--- src/rtl/alu8_pkg.sv ---
package alu8_pkg;

  localparam int DW    = 8;
  localparam int HALFW = DW / 2;

  typedef enum logic [3:0] {
    OP_ADD  = 4'd0,
    OP_ADC  = 4'd1,
    OP_SUB  = 4'd2,
    OP_SBB  = 4'd3,
    OP_AND  = 4'd4,
    OP_XOR  = 4'd5,
    OP_OR   = 4'd6,
    OP_CMP  = 4'd7,
    OP_INC  = 4'd8,
    OP_DEC  = 4'd9,
    OP_NOT  = 4'd10,
    OP_ROL  = 4'd11,
    OP_ROR  = 4'd12,
    OP_RLC  = 4'd13,
    OP_RRC  = 4'd14,
    OP_RSVD = 4'd15
  } alu_op_e;

  // flag byte bit positions
  localparam int FB_SIGN = 7;
  localparam int FB_ZERO = 6;
  localparam int FB_HALF = 4;
  localparam int FB_PAR  = 2;
  localparam int FB_CY   = 0;

  localparam logic [DW-1:0] FLAG_LIVE  = 8'hD5;
  localparam logic [DW-1:0] FLAG_FIXED = 8'h02;

  // update masks per operation class
  localparam logic [DW-1:0] UPD_ALL    = 8'hD5;
  localparam logic [DW-1:0] UPD_NO_CY  = 8'hD4;
  localparam logic [DW-1:0] UPD_CY     = 8'h01;
  localparam logic [DW-1:0] UPD_NONE   = 8'h00;

  function automatic logic even_parity(input logic [DW-1:0] v);
    return ~(^v);
  endfunction

endpackage

--- src/rtl/alu8_rst_sync.sv ---
module alu8_rst_sync #(
  parameter int STAGES = 2
) (
  input  logic clk,
  input  logic rst_n,
  output logic rst_sync_n
);

  logic [STAGES-1:0] sync_q;
  logic [STAGES-1:0] sync_d;

  always_comb begin
    sync_d = {sync_q[STAGES-2:0], 1'b1};
  end

  always_ff @(posedge clk or negedge rst_n) begin
    if (!rst_n) sync_q <= '0;
    else        sync_q <= sync_d;
  end

  assign rst_sync_n = sync_q[STAGES-1];

endmodule

--- src/rtl/alu8_arith.sv ---
module alu8_arith #(
  parameter int W = 8
) (
  input  logic [W-1:0] a_i,
  input  logic [W-1:0] b_i,
  input  logic         inv_b_i,
  input  logic         cin_i,
  output logic [W-1:0] sum_o,
  output logic         half_o,
  output logic         cout_o
);

  localparam int HB = W / 2;

  logic [W-1:0] bx;
  logic [W:0]   chain;

  assign bx = inv_b_i ? ~b_i : b_i;

  // ripple adder; the carry into bit HB is the half carry
  always_comb begin
    chain[0] = cin_i;
    for (int i = 0; i < W; i++) begin
      sum_o[i]   = a_i[i] ^ bx[i] ^ chain[i];
      chain[i+1] = (a_i[i] & bx[i]) | (chain[i] & (a_i[i] ^ bx[i]));
    end
  end

  assign half_o = chain[HB];
  assign cout_o = chain[W];

endmodule

--- src/rtl/alu8_logic.sv ---
module alu8_logic
  import alu8_pkg::*;
(
  input  alu_op_e       op_i,
  input  logic [DW-1:0] a_i,
  input  logic [DW-1:0] b_i,
  input  logic          cy_i,
  output logic [DW-1:0] res_o,
  output logic          cy_o
);

  always_comb begin
    res_o = a_i;
    cy_o  = 1'b0;
    unique case (op_i)
      OP_AND: res_o = a_i & b_i;
      OP_XOR: res_o = a_i ^ b_i;
      OP_OR : res_o = a_i | b_i;
      OP_NOT: res_o = ~a_i;
      OP_ROL: begin res_o = {a_i[DW-2:0], a_i[DW-1]}; cy_o = a_i[DW-1]; end
      OP_ROR: begin res_o = {a_i[0], a_i[DW-1:1]};    cy_o = a_i[0];    end
      OP_RLC: begin res_o = {a_i[DW-2:0], cy_i};      cy_o = a_i[DW-1]; end
      OP_RRC: begin res_o = {cy_i, a_i[DW-1:1]};      cy_o = a_i[0];    end
      default: begin res_o = a_i; cy_o = 1'b0; end
    endcase
  end

endmodule

--- src/rtl/alu8_flagreg.sv ---
module alu8_flagreg
  import alu8_pkg::*;
(
  input  logic          clk,
  input  logic          rst_n,
  input  logic          en_i,
  input  logic [DW-1:0] upd_i,
  input  logic [DW-1:0] new_i,
  output logic [DW-1:0] flags_o
);

  logic [DW-1:0] flag_q;
  logic [DW-1:0] flag_d;

  always_comb begin
    flag_d = (new_i & upd_i) | (flag_q & ~upd_i);
  end

  always_ff @(posedge clk or negedge rst_n) begin
    if (!rst_n)    flag_q <= FLAG_FIXED;
    else if (en_i) flag_q <= flag_d;
  end

  assign flags_o = (flag_q & FLAG_LIVE) | FLAG_FIXED;

  // idle cycles leave the flag byte alone
  a_r11_idle_hold: assert property (@(posedge clk) disable iff (!rst_n)
    !en_i |=> $stable(flags_o));

  // masked-off bits never move on an update
  a_r10_masked_hold: assert property (@(posedge clk) disable iff (!rst_n)
    (en_i && upd_i == UPD_NONE) |=> $stable(flags_o));

endmodule

--- src/rtl/alu8_core.sv ---
module alu8_core
  import alu8_pkg::*;
(
  input  logic          clk,
  input  logic          rst_n,
  input  logic          en_i,
  input  logic [3:0]    op_i,
  input  logic [DW-1:0] acc_i,
  input  logic [DW-1:0] tmp_i,
  input  logic          cy_i,
  output logic [DW-1:0] result_o,
  output logic          acc_we_o,
  output logic [DW-1:0] flags_o
);

  alu_op_e       op;
  logic          rst_s_n;

  logic [DW-1:0] ar_b;
  logic          ar_inv;
  logic          ar_cin;
  logic [DW-1:0] ar_sum;
  logic          ar_half;
  logic          ar_cout;
  logic          is_arith;
  logic          is_subtype;
  logic          writes_acc;

  logic [DW-1:0] lg_res;
  logic          lg_cy;

  logic [DW-1:0] upd_mask;
  logic [DW-1:0] flag_new;
  logic          cy_new;
  logic          half_new;

  assign op = alu_op_e'(op_i);

  alu8_rst_sync #(.STAGES(2)) u_rst_sync (
    .clk        (clk),
    .rst_n      (rst_n),
    .rst_sync_n (rst_s_n)
  );

  // adder operand steering
  always_comb begin
    ar_b       = tmp_i;
    ar_inv     = 1'b0;
    ar_cin     = 1'b0;
    is_arith   = 1'b1;
    is_subtype = 1'b0;
    unique case (op)
      OP_ADD: ;
      OP_ADC: ar_cin = cy_i;
      OP_SUB, OP_CMP: begin ar_inv = 1'b1; ar_cin = 1'b1; is_subtype = 1'b1; end
      OP_SBB: begin ar_inv = 1'b1; ar_cin = ~cy_i; is_subtype = 1'b1; end
      OP_INC: begin ar_b = '0; ar_cin = 1'b1; end
      OP_DEC: begin ar_b = '0; ar_inv = 1'b1; end
      default: is_arith = 1'b0;
    endcase
  end

  alu8_arith #(.W(DW)) u_arith (
    .a_i     (acc_i),
    .b_i     (ar_b),
    .inv_b_i (ar_inv),
    .cin_i   (ar_cin),
    .sum_o   (ar_sum),
    .half_o  (ar_half),
    .cout_o  (ar_cout)
  );

  alu8_logic u_logic (
    .op_i  (op),
    .a_i   (acc_i),
    .b_i   (tmp_i),
    .cy_i  (cy_i),
    .res_o (lg_res),
    .cy_o  (lg_cy)
  );

  // result, write strobe and flag update mask
  always_comb begin
    writes_acc = 1'b1;
    upd_mask   = UPD_ALL;
    unique case (op)
      OP_CMP:  writes_acc = 1'b0;
      OP_INC, OP_DEC: upd_mask = UPD_NO_CY;
      OP_NOT:  upd_mask = UPD_NONE;
      OP_ROL, OP_ROR, OP_RLC, OP_RRC: upd_mask = UPD_CY;
      OP_RSVD: begin writes_acc = 1'b0; upd_mask = UPD_NONE; end
      default: ;
    endcase
    result_o = is_arith ? ar_sum : lg_res;
    cy_new   = is_arith ? (ar_cout ^ is_subtype) : lg_cy;
    half_new = is_arith & ar_half;
  end

  always_comb begin
    flag_new          = FLAG_FIXED;
    flag_new[FB_SIGN] = result_o[DW-1];
    flag_new[FB_ZERO] = (result_o == '0);
    flag_new[FB_HALF] = half_new;
    flag_new[FB_PAR]  = even_parity(result_o);
    flag_new[FB_CY]   = cy_new;
  end

  assign acc_we_o = en_i & writes_acc;

  alu8_flagreg u_flagreg (
    .clk     (clk),
    .rst_n   (rst_s_n),
    .en_i    (en_i),
    .upd_i   (upd_mask),
    .new_i   (flag_new),
    .flags_o (flags_o)
  );

  // compare never requests write-back
  a_r4_cmp_no_write: assert property (@(posedge clk) disable iff (!rst_s_n)
    (op_i == 4'd7) |-> !acc_we_o);

  // increment and decrement keep the carry flag
  a_r3_keep_cy: assert property (@(posedge clk) disable iff (!rst_s_n)
    (en_i && (op_i == 4'd8 || op_i == 4'd9)) |=> flags_o[FB_CY] == $past(flags_o[FB_CY]));

  // complement leaves all flags
  a_r5_not_hold: assert property (@(posedge clk) disable iff (!rst_s_n)
    (en_i && op_i == 4'd10) |=> $stable(flags_o));

  // rotates touch only the carry flag
  a_r6_rot_only_cy: assert property (@(posedge clk) disable iff (!rst_s_n)
    (en_i && op_i >= 4'd11 && op_i <= 4'd14) |=> flags_o[DW-1:1] == $past(flags_o[DW-1:1]));

  // zero and parity flags follow the committed result
  a_r7_zero: assert property (@(posedge clk) disable iff (!rst_s_n)
    (en_i && op_i <= 4'd9) |=> flags_o[FB_ZERO] == ($past(result_o) == '0));

  a_r7_parity: assert property (@(posedge clk) disable iff (!rst_s_n)
    (en_i && op_i <= 4'd9) |=> flags_o[FB_PAR] == ~(^$past(result_o)));

  // no write strobe without enable
  a_r11_no_we_idle: assert property (@(posedge clk) disable iff (!rst_s_n)
    !en_i |-> !acc_we_o);

endmodule

--- config.mk ---
export PLATFORM = sky130hd
export DESIGN_NAME = alu8_core
export DESIGN_NICKNAME = d
export VERILOG_FILES = /design/src/rtl/alu8_pkg.sv /design/src/rtl/alu8_rst_sync.sv /design/src/rtl/alu8_arith.sv /design/src/rtl/alu8_logic.sv /design/src/rtl/alu8_flagreg.sv /design/src/rtl/alu8_core.sv
export SDC_FILE = /design/constraint.sdc
export NUM_CORES = 1
export LEC_CHECK = 0
export ABC_AREA = 1
export ABC_CLOCK_PERIOD_IN_PS = 3600
export BUFFER_PORTS_ARGS = -buffer_cell sky130_fd_sc_hd__buf_2
export CORE_MARGIN = 1.5
export CORE_UTILIZATION = 52
export DETAILED_ROUTE_END_ITERATION = 10
export HOLD_SLACK_MARGIN = 0.08
export PLACE_DENSITY = 0.78
export SYNTH_ARGS = -nofsm -noshare
export SYNTH_HDL_FRONTEND = slang
export SYNTH_HIERARCHICAL = 1
export SYNTH_SLANG_ARGS = --single-unit
--- constraint.sdc ---
create_clock -name clk -period 3.6 [get_ports clk]
set_input_delay 0 -clock clk [delete_from_list [all_inputs] [get_ports clk]]
set_output_delay 0 -clock clk [all_outputs]
set_load 0.02 [all_outputs]
==> results of run 1 <==
==> cells in the final DEF (no fill, tap or decap), types with 3 or more instances in the layout <==
| cell type | count |
|---|---|
| nand2_1 | 126 |
| inv_1 | 69 |
| nand3_1 | 66 |
| buf_2 | 32 |
| buf_4 | 32 |
| nor2_1 | 24 |
| ha_1 | 19 |
| o21ai_2 | 10 |
| o21ai_1 | 7 |
| inv_2 | 7 |
| fa_2 | 7 |
| dfrtp_1 | 7 |
| nand2_2 | 6 |
| nand2_4 | 5 |
| buf_6 | 5 |
| nor2_2 | 4 |
| nor2_4 | 4 |
| conb_1 | 4 |
| clkbuf_8 | 3 |
==> power by group through the flow <==
stage / Clock [mW] / Sequential (mW) / Combinational, mW
after detailed placement: 0 / 0.0992 / 0.477
after CTS: 0.117 / 0.0982 / 0.515
after global placement: 0 / 0.0990 / 0.467
after floorplan: 0 / 0.114 / 0.324
final: 0.115 / 0.0983 / 0.535
after global routing: 0.124 / 0.100 / 0.593
==> metal layers <==
layer / global-route usage (%) / part of all wire (%) / up-vias
met3: 2.47 / 4.9 / 8
met4: 7.19 / 1.8 / 0
met1: 35.3 / 43 / 1154
met5: 0 / 0 / -
li1: - / - / 1338
met2: 49.3 / 50 / 83
==> worst max-delay path by stage <==
stage	startpoint	end
finish	op_i[2]	register
global route	op_i[2]	register
CTS	op_i[2]	register
detailed placement	op_i[0]	register
global placement	op_i[2]	register
floorplan	op_i[1]	register
==> per-stage QoR <==
step | std cells | setup slack (ns) | total power, mW | setup TNS [ns]
after floorplan | 402 | -0.474 | 0.438 | -0.666
after global placement | 502 | -0.615 | 0.566 | -1.33
after detailed placement | 502 | -0.715 | 0.576 | -1.80
after CTS | 512 | -0.324 | 0.730 | -0.420
after global routing | 513 | -0.530 | 0.818 | -1.60
final | 513 | -0.356 | 0.749 | -0.724
==> layout make-up <==
class	count	area, sq um	share of cell area [%]
clock buffers	4	45.0	1.56
inverters	79	309	10.7
multi-input cells	300	1780	61.9
flip-flops and latches	7	175	6.08
well taps	50	62.6	2.17
repair buffers	73	507	17.6
==> what timing repair did <==
item	in CTS	in global routing
hold buffers	2	0
endpoints found under the setup margin	4	5
gates cloned	0	0
endpoints found under the hold margin	2	0
gates resized for setup	27	6
buffers inserted	4	2
pin swaps	4	9
==> summary.txt, run 1 <==
Run status
  – Status: finished with violations
  – Failing checks: setup timing

Place
  – PortBufs: 37
  – Placed Instance Area: 0.00266 sq mm
  – DP HPWL: 4690 microns
  – Gpl congestion: 0.932

Drt
  – Antenna-violating nets left: 0
  – WL final: 6320 microns
  – Vias post-DR: 2583
  – DR iter-0 viols: 178
  – Remaining DRCs: 0
  – First-pass detailed-route iteration total: 4
  – WL/cell: 12.3 microns
  – Vias/cell: 5.04

Power
  – Comb pwr share: 71.5%
  – Power density over the cells: 260 mW/mm^2
  – Clock Power Share: 15.4%
  – Leakage power: 1.76 nW
  – Sequential power share: 13.1%
  – Worst VDD drop: 153 uV
  – Switching share of total power: 47.3%
  – Switching pwr: 354 uW
  – Internal power: 395 uW

Worst setup path
  – Kind of end point of the critical path: register
  – Critical-path top delay cell: fa_1
  – Critical Path Start Type: primary input
  – R2R setup slack: 3.00 ns
  – Worst EP required: 3.73 ns
  – Critical Path AT: 4.08 ns
  – Ordered cell list for the critical path: buf_8, inv_8, nand2_4, o31ai_4, nand2_1, nand2_2, fa_2, inv_2, fa_2, fa_2, inv_2, fa_2, fa_2, inv_2, fa_2, fa_2, inv_2, fa_1, o21ai_2, ha_4, xnor2_2, xnor2_1, nand3_1, nand2_1
  – WP buf/inv: 6
  – CP peak stage delay: 0.44 ns
  – Cell mode on critical path: fa_2
  – Worst Path Max Fanout: 3
  – Levels on crit path: 24
  – Family with the most delay on the worst path: adder cells
  – Path type of the worst setup path: primary input to register
  – Reg2Reg Depth: 2

Global route
  – Vias in the first global route: 2491
  – Initial antenna violation count: 0
  – Total track usage: 27.5%
  – Gr ovfl total: 0
  – Largest net degree at the start of global routing: 24
  – First-pass GRT wire length: 11100 microns

Clock tree
  – Clk_lat worst skew: 0.23 ns
  – Clock Pin Slew Worst Setup and Hold Paths: 0.04 ns
  – Root buf cell: clkbuf_8
  – CTS max path bufs: 2
  – H-tree depth: 1
  – CTS Buf Count: 3
  – CTS tree: yes
  – Sink Count: 7

Floorplanning
  – Chip height: 69.3 microns
  – Core area: 0.00412 sq mm
  – Top Ports: 41
  – Rows: 23
  – Die area: 0.00481 sq mm
  – Die Width: 69.3 microns
  – Initial Util: 55.6%

Timing
  – Crit share post-route: 110%
  – Fin. max-slew vios: 0
  – Setup violations, final: 4
  – Slew @ Worst Pin: 0.689 ns
  – RSZ-0062 raised after global routing: yes
  – Tmin final: 3.96 ns
  – Fmax achieved: 0.253 GHz
  – Max-slew headroom: 53.9%
  – Final setup margin: -0.356 ns
  – Fin Clk Skew: 0.00271 ns
  – Final Hold Vio Count: 0
  – Fin Hold WS: 0.0816 ns

Layout
  – Layout cell share with drive strength beyond 1: 27.2%
  – Layout area overhead: 25.9%
  – Filler cells: 354
  – Layout Utilization: 70.0%
  – Fin area: 0.00288 sq mm
  – Ant. Diodes: 0
  – Final net count: 516

Synth
  – Cell Area, Synth: 0.00229 sq mm
  – Mapped Cells: 401
  – Avg Synthesized Cell Area: 5.70 sq um
  – Synth warnings: 6

Min path
  – Hold WC Path Type: register to asynchronous set/reset pin

Flow run
  – Max-cap viol count: 0
Note: power is estimated with default switching activity, not from simulation.
==> run 2: changes to the inputs <==
--- a/config.mk
+++ b/config.mk
@@ -17,3 +17,4 @@
 export SYNTH_HDL_FRONTEND = slang
 export SYNTH_HIERARCHICAL = 1
 export SYNTH_SLANG_ARGS = --single-unit
+export TNS_END_PERCENT = 50
==> run 2 against run 1 <==
Compared with the run above:
- the run still ends with setup timing left
- clock-buffer cell count unchanged
- core utilization is 0.24 points higher
- global-route usage is essentially flat
- sequential power is essentially flat
- setup slack worse by 0.0022 ns
- maximum frequency about the same
- die area unchanged
- flip-flop and latch count is the same
- wire length increased by 0.17%
- first-iteration DRC count increased by 6.2%
- cell area up 0.35%
- register-to-register slack is essentially flat
- largest power group unchanged
- highest routed layer unchanged
==> summary.txt, run 2 (synthesis gave the netlist of run 1 again) <==
Run status
  – Status: finished with violations
  – Failing checks: setup timing

Global route
  – Vias in the first global route: 2473
  – Gr ovfl total: 0
  – Total track usage: 27.5%
  – First-pass GRT wire length: 11100 microns
  – Largest net degree at the start of global routing: 24
  – Initial antenna violation count: 0

Drt
  – Remaining DRCs: 0
  – Vias/cell: 5.10
  – DR iter-0 viols: 189
  – Vias post-DR: 2620
  – First-pass detailed-route iteration total: 5
  – Antenna-violating nets left: 0
  – WL/cell: 12.3 microns
  – WL final: 6330 microns

Clock tree
  – H-tree depth: 1
  – Sink Count: 7
  – Root buf cell: clkbuf_8
  – Clk_lat worst skew: 0.23 ns
  – CTS Buf Count: 3
  – Clock Pin Slew Worst Setup and Hold Paths: 0.04 ns
  – CTS tree: yes
  – CTS max path bufs: 2

Worst setup path
  – Worst Path Max Fanout: 3
  – Cell mode on critical path: fa_2
  – Kind of end point of the critical path: register
  – Critical-path top delay cell: fa_1
  – Critical Path AT: 4.08 ns
  – Beginning of the critical path: op_i[2]
  – Ordered cell list for the critical path: buf_8, inv_8, nand2_4, o31ai_4, nand2_1, nand2_2, fa_2, inv_2, fa_2, fa_2, inv_2, fa_2, fa_2, inv_2, fa_2, fa_2, inv_2, fa_1, o21ai_2, ha_4, xnor2_2, xnor2_1, nand3_1, nand2_1
  – Worst EP required: 3.72 ns
  – CP peak stage delay: 0.45 ns
  – Family with the most delay on the worst path: adder cells
  – WP buf/inv: 6
  – Path type of the worst setup path: primary input to register
  – Critical Path Start Type: primary input

Place
  – DP HPWL: 4690 microns
  – Gpl congestion: 0.932
  – Dpl ws: -0.715 ns
  – PortBufs: 37
  – Placed cell count: 502

Timing
  – Slew @ Worst Pin: 0.719 ns
  – Final setup margin: -0.359 ns
  – Fin Hold WS: 0.0836 ns
  – Tmin final: 3.96 ns
  – Crit share post-route: 110%
  – Fin. max-slew vios: 0
  – Max-slew headroom: 51.9%
  – RSZ-0062 raised after global routing: yes
  – Final Hold Vio Count: 0
  – Fin Clk Skew: 0.000301 ns
  – Fmax achieved: 0.253 GHz
  – Setup violations, final: 4

Floorplanning
  – Rows: 23
  – Die area: 0.00481 sq mm
  – Chip height: 69.3 microns
  – Initial Util: 55.6%
  – Die Width: 69.3 microns
  – Core area: 0.00412 sq mm
  – Top Ports: 41

Min path
  – Hold WC Path Type: register to asynchronous set/reset pin

Power
  – Switching pwr: 358 uW
  – Power density over the cells: 262 mW/mm^2
  – Leakage power: 1.77 nW
  – Sequential power share: 13.0%
  – Worst VDD drop: 152 uV
  – Internal power: 399 uW
  – Switching share of total power: 47.2%
  – Final total power: 757 uW
  – Comb pwr share: 71.8%
  – Clock Power Share: 15.2%

Layout
  – Layout area overhead: 26.4%
  – Final net count: 517
  – Layout cell share with drive strength beyond 1: 27.4%
  – Most common cell after layout, fill and taps aside: nand2_1
  – Area of the multi-input gates: 0.00179 sq mm
  – Layout Utilization: 70.2%
  – Ant. Diodes: 0
  – Reg area: 175 sq um
  – Filler cells: 352
  – Fin cells: 514
  – Commonest non-fill, non-tap cells in the layout: 126 x nand2_1, 69 x inv_1, 66 x nand3_1

Flow run
  – Max-cap viol count: 0
run 2: stage by stage:
stage / cell area (sq um) / setup TNS, ns
4_1_cts: 2840 / -0.451
6_report: 2890 / -0.926
3_5_place_dp: 2660 / -1.80
2_1_floorplan: 2340 / -0.666
3_3_place_gp: 2660 / -1.33
5_1_grt: 2890 / -1.76
run 2: path summary, 6_finish.rpt:
path,slack (ns),cells after the start,to
hold reg to reg,0.08,0,asynchronous set/reset pin
max in group asynchronous,2.85,3,u_rst_sync/sync_q[0]$_DFF_PN0_
hold / removal,0.08,0,asynchronous set/reset pin
setup reg to reg,3.00,2,register
setup / recovery,-0.36,24,register
min in group clk,0.11,3,register
run 2: power by group through the flow:
| stage | Clock, mW | Sequential, mW | Combinational (mW) |
|---|---|---|---|
| CTS | 0.117 | 0.0982 | 0.510 |
| detailed placement | 0 | 0.0992 | 0.477 |
| global route | 0.126 | 0.100 | 0.598 |
| finish | 0.115 | 0.0983 | 0.543 |
| global placement | 0 | 0.0990 | 0.467 |
| floorplan | 0 | 0.114 | 0.324 |
run 2: repair_timing:
item                                    4_1_cts  5_1_grt
endpoints found under the hold margin         2        0
hold buffers                                  2        0
resized for setup                            24        9
cloned                                        0        0
pin swaps                                     4        9
buffers inserted                              4        2
endpoints found under the setup margin        4        5
run 2: layout make-up:
cell class | instances | area share, %
sequential | 7 | 6.06
tap | 50 | 2.16
clock buffer | 4 | 1.56
inverter | 79 | 10.7
timing repair buffer | 74 | 17.7
multi-input combinational | 300 | 61.8
run 2: worst reg2reg max path: cells and delay by family (launching register included):
| family | cells | cell delay [ns] |
|---|---|---|
| simple gates | 2 | 0.12 |
| flops | 1 | 0.37 |
run 2: metal layers:
metal | global-route usage, % | share of wire [%] | vias up
met2 | 48.7 | 49 | 109
li1 | - | - | 1341
met3 | 2.47 | 6.2 | 10
met5 | 0 | 0 | -
met4 | 7.19 | 2.0 | 0
met1 | 35.7 | 43 | 1160
==> run 3: changes to the inputs <==
--- a/config.mk
+++ b/config.mk
@@ -8,7 +8,6 @@
 export ABC_AREA = 1
 export ABC_CLOCK_PERIOD_IN_PS = 3600
 export BUFFER_PORTS_ARGS = -buffer_cell sky130_fd_sc_hd__buf_2
-export CORE_MARGIN = 1.5
 export CORE_UTILIZATION = 52
 export DETAILED_ROUTE_END_ITERATION = 10
 export HOLD_SLACK_MARGIN = 0.08
==> run 3 against run 2 <==
Compared with the run above:
- setup slack got worse by 0.049 ns
- combinational power is 5.3% lower
- the flow still finishes with violations (setup timing)
- highest routed layer unchanged
- largest cell class unchanged
- non-clock buffer count decreased by 4
==> summary.txt, run 3 (synthesis gave the netlist of run 1 again) <==
Global route
  – Vias in the first global route: 2343
  – Gr ovfl total: 0
  – First-pass GRT wire length: 10000 microns
  – Largest net degree at the start of global routing: 24
  – Initial antenna violation count: 0
  – Total track usage: 27.9%

Drt
  – Antenna-violating nets left: 0
  – Wl on met1: 2710 microns
  – Metal3 WL: 295 microns
  – Routed wl met2: 2920 microns
  – Remaining DRCs: 0
  – Vias/cell: 5.15
  – WL/cell: 11.9 microns
  – Vias post-DR: 2624
  – Top Metal Used: met4
  – DR iter-0 viols: 173
  – WL final: 6070 microns
  – First-pass detailed-route iteration total: 4

Floorplanning
  – Rows: 23
  – Chip height: 68.3 microns
  – Die area: 0.00467 sq mm
  – Top Ports: 41
  – Initial Util: 55.6%
  – Core area: 0.00412 sq mm
  – Die Width: 68.3 microns

Layout
  – Final net count: 513
  – Ant. Diodes: 0
  – Commonest non-fill, non-tap cells in the layout: 127 x nand2_1, 69 x inv_1, 66 x nand3_1
  – Layout area overhead: 24.3%
  – Most common cell after layout, fill and taps aside: nand2_1
  – Area of the multi-input gates: 0.00177 sq mm
  – Reg area: 175 sq um
  – Fin area: 0.00284 sq mm
  – Layout cell share with drive strength beyond 1: 26.5%
  – Filler cells: 387

Worst setup path
  – Levels on crit path: 23
  – Cell mode on critical path: fa_2
  – Critical Path Start Type: primary input
  – Kind of end point of the critical path: register
  – Critical-path top delay cell: fa_1
  – Critical Path AT: 4.12 ns
  – WP buf/inv: 6
  – Reg2Reg Depth: 2
  – CP peak stage delay: 0.43 ns
  – Worst Path Max Fanout: 4
  – Path type of the worst setup path: primary input to register
  – Worst EP required: 3.71 ns
  – Ordered cell list for the critical path: buf_4, buf_4, nor3_1, nand2_1, nand3_1, fa_2, inv_2, fa_2, fa_2, inv_2, fa_2, fa_2, inv_2, fa_2, fa_2, inv_2, fa_1, o21ai_1, ha_2, xnor2_2, xnor2_1, nand3_1, nand2_1
  – Family with the most delay on the worst path: adder cells

Clock tree
  – Root buf cell: clkbuf_8
  – CTS Buf Count: 3
  – CTS max path bufs: 2
  – Clk_lat worst skew: 0.23 ns
  – Sink Count: 7
  – CTS tree: yes
  – Clock Pin Slew Worst Setup and Hold Paths: 0.04 ns
  – H-tree depth: 1

Power
  – Worst VDD drop: 184 uV
  – Power density over the cells: 254 mW/mm^2
  – Leakage power: 1.73 nW
  – Final total power: 723 uW

Min path
  – Hold WC Path Type: register to asynchronous set/reset pin

Timing
  – Tmin final: 4.01 ns
  – Max-slew headroom: 52.0%
  – Crit share post-route: 111%
  – Fin Clk Skew: 0.00620 ns
  – Final setup margin: -0.408 ns
  – Final Hold Vio Count: 0
  – Setup violations, final: 2
  – Fin. max-slew vios: 0
  – RSZ-0062 raised after global routing: yes
  – Fmax achieved: 0.250 GHz
  – Slew @ Worst Pin: 0.717 ns
  – Fin Hold WS: 0.0692 ns

Place
  – DP HPWL: 4730 microns
  – Gpl congestion: 0.887
  – Placed Instance Area: 0.00266 sq mm
  – PortBufs: 37
  – Dpl ws: -0.794 ns

Run status
  – Failing checks: setup timing
  – Status: finished with violations

Flow run
  – Max-cap viol count: 0
run 3: cell count changes in the layout (fill, tap and decap cells not counted), sizes merged:
cell,before,now
buf,72,69
dlygate4sd3,2,1
run 3: final timing paths:
check | startpoint | end | slack, ns
min reg2reg | u_rst_sync/sync_q[1]$_DFF_PN0_ | asynchronous set/reset pin | 0.07
max | op_i[3] | register | -0.41
min | u_rst_sync/sync_q[1]$_DFF_PN0_ | asynchronous set/reset pin | 0.07
max in group asynchronous | u_rst_sync/sync_q[1]$_DFF_PN0_ | asynchronous set/reset pin | 3.35
max reg2reg | register | register | 2.99
min in group clk | en_i | register | 0.11
run 3: where the power goes:
part | total [mW] | switching [mW] | internal [mW]
clock | 0.110 | 0.0339 | 0.0766
combinational | 0.514 | 0.300 | 0.214
sequential | 0.0981 | 0.00631 | 0.0918
run 3: repair_timing:
action,in CTS,in global routing
gates resized for setup,20,11
endpoints found under the setup margin,5,6
pin swaps,5,11
hold endpoints to repair,2,0
buffers inserted,0,2
cloned,0,0
hold buffers,1,0
run 3: per-layer routing:
metal	vias to the layer above	global-route usage [%]
met1	1183	37.3
met3	10	3.00
li1	1344	-
met2	87	47.4
met4	0	6.51
met5	-	0
run 3: per-stage QoR:
stage / cells / utilization, % / TNS [ns]
after CTS: 508 / 67.7 / -0.543
final: 510 / 69.1 / -0.557
after global placement: 503 / 64.7 / -1.31
after floorplan: 402 / - / -0.666
after detailed placement: 503 / 64.7 / -2.14
after global routing: 510 / 69.1 / -1.25
run 3: layout make-up:
| cell class | instances | share of cell area [%] |
|---|---|---|
| Inverter | 79 | 10.9 |
| Tap cell | 50 | 2.20 |
| Multi-Input combinational cell | 300 | 62.4 |
| Clock buffer | 4 | 1.58 |
| Sequential cell | 7 | 6.16 |
| Timing Repair Buffer | 70 | 16.8 |
run 3: worst reg2reg max path, delay by kind of cell (launching register included):
family | cells | cell delay [ns]
flip-flops | 1 | 0.37
AND/OR/NAND/NOR | 2 | 0.13
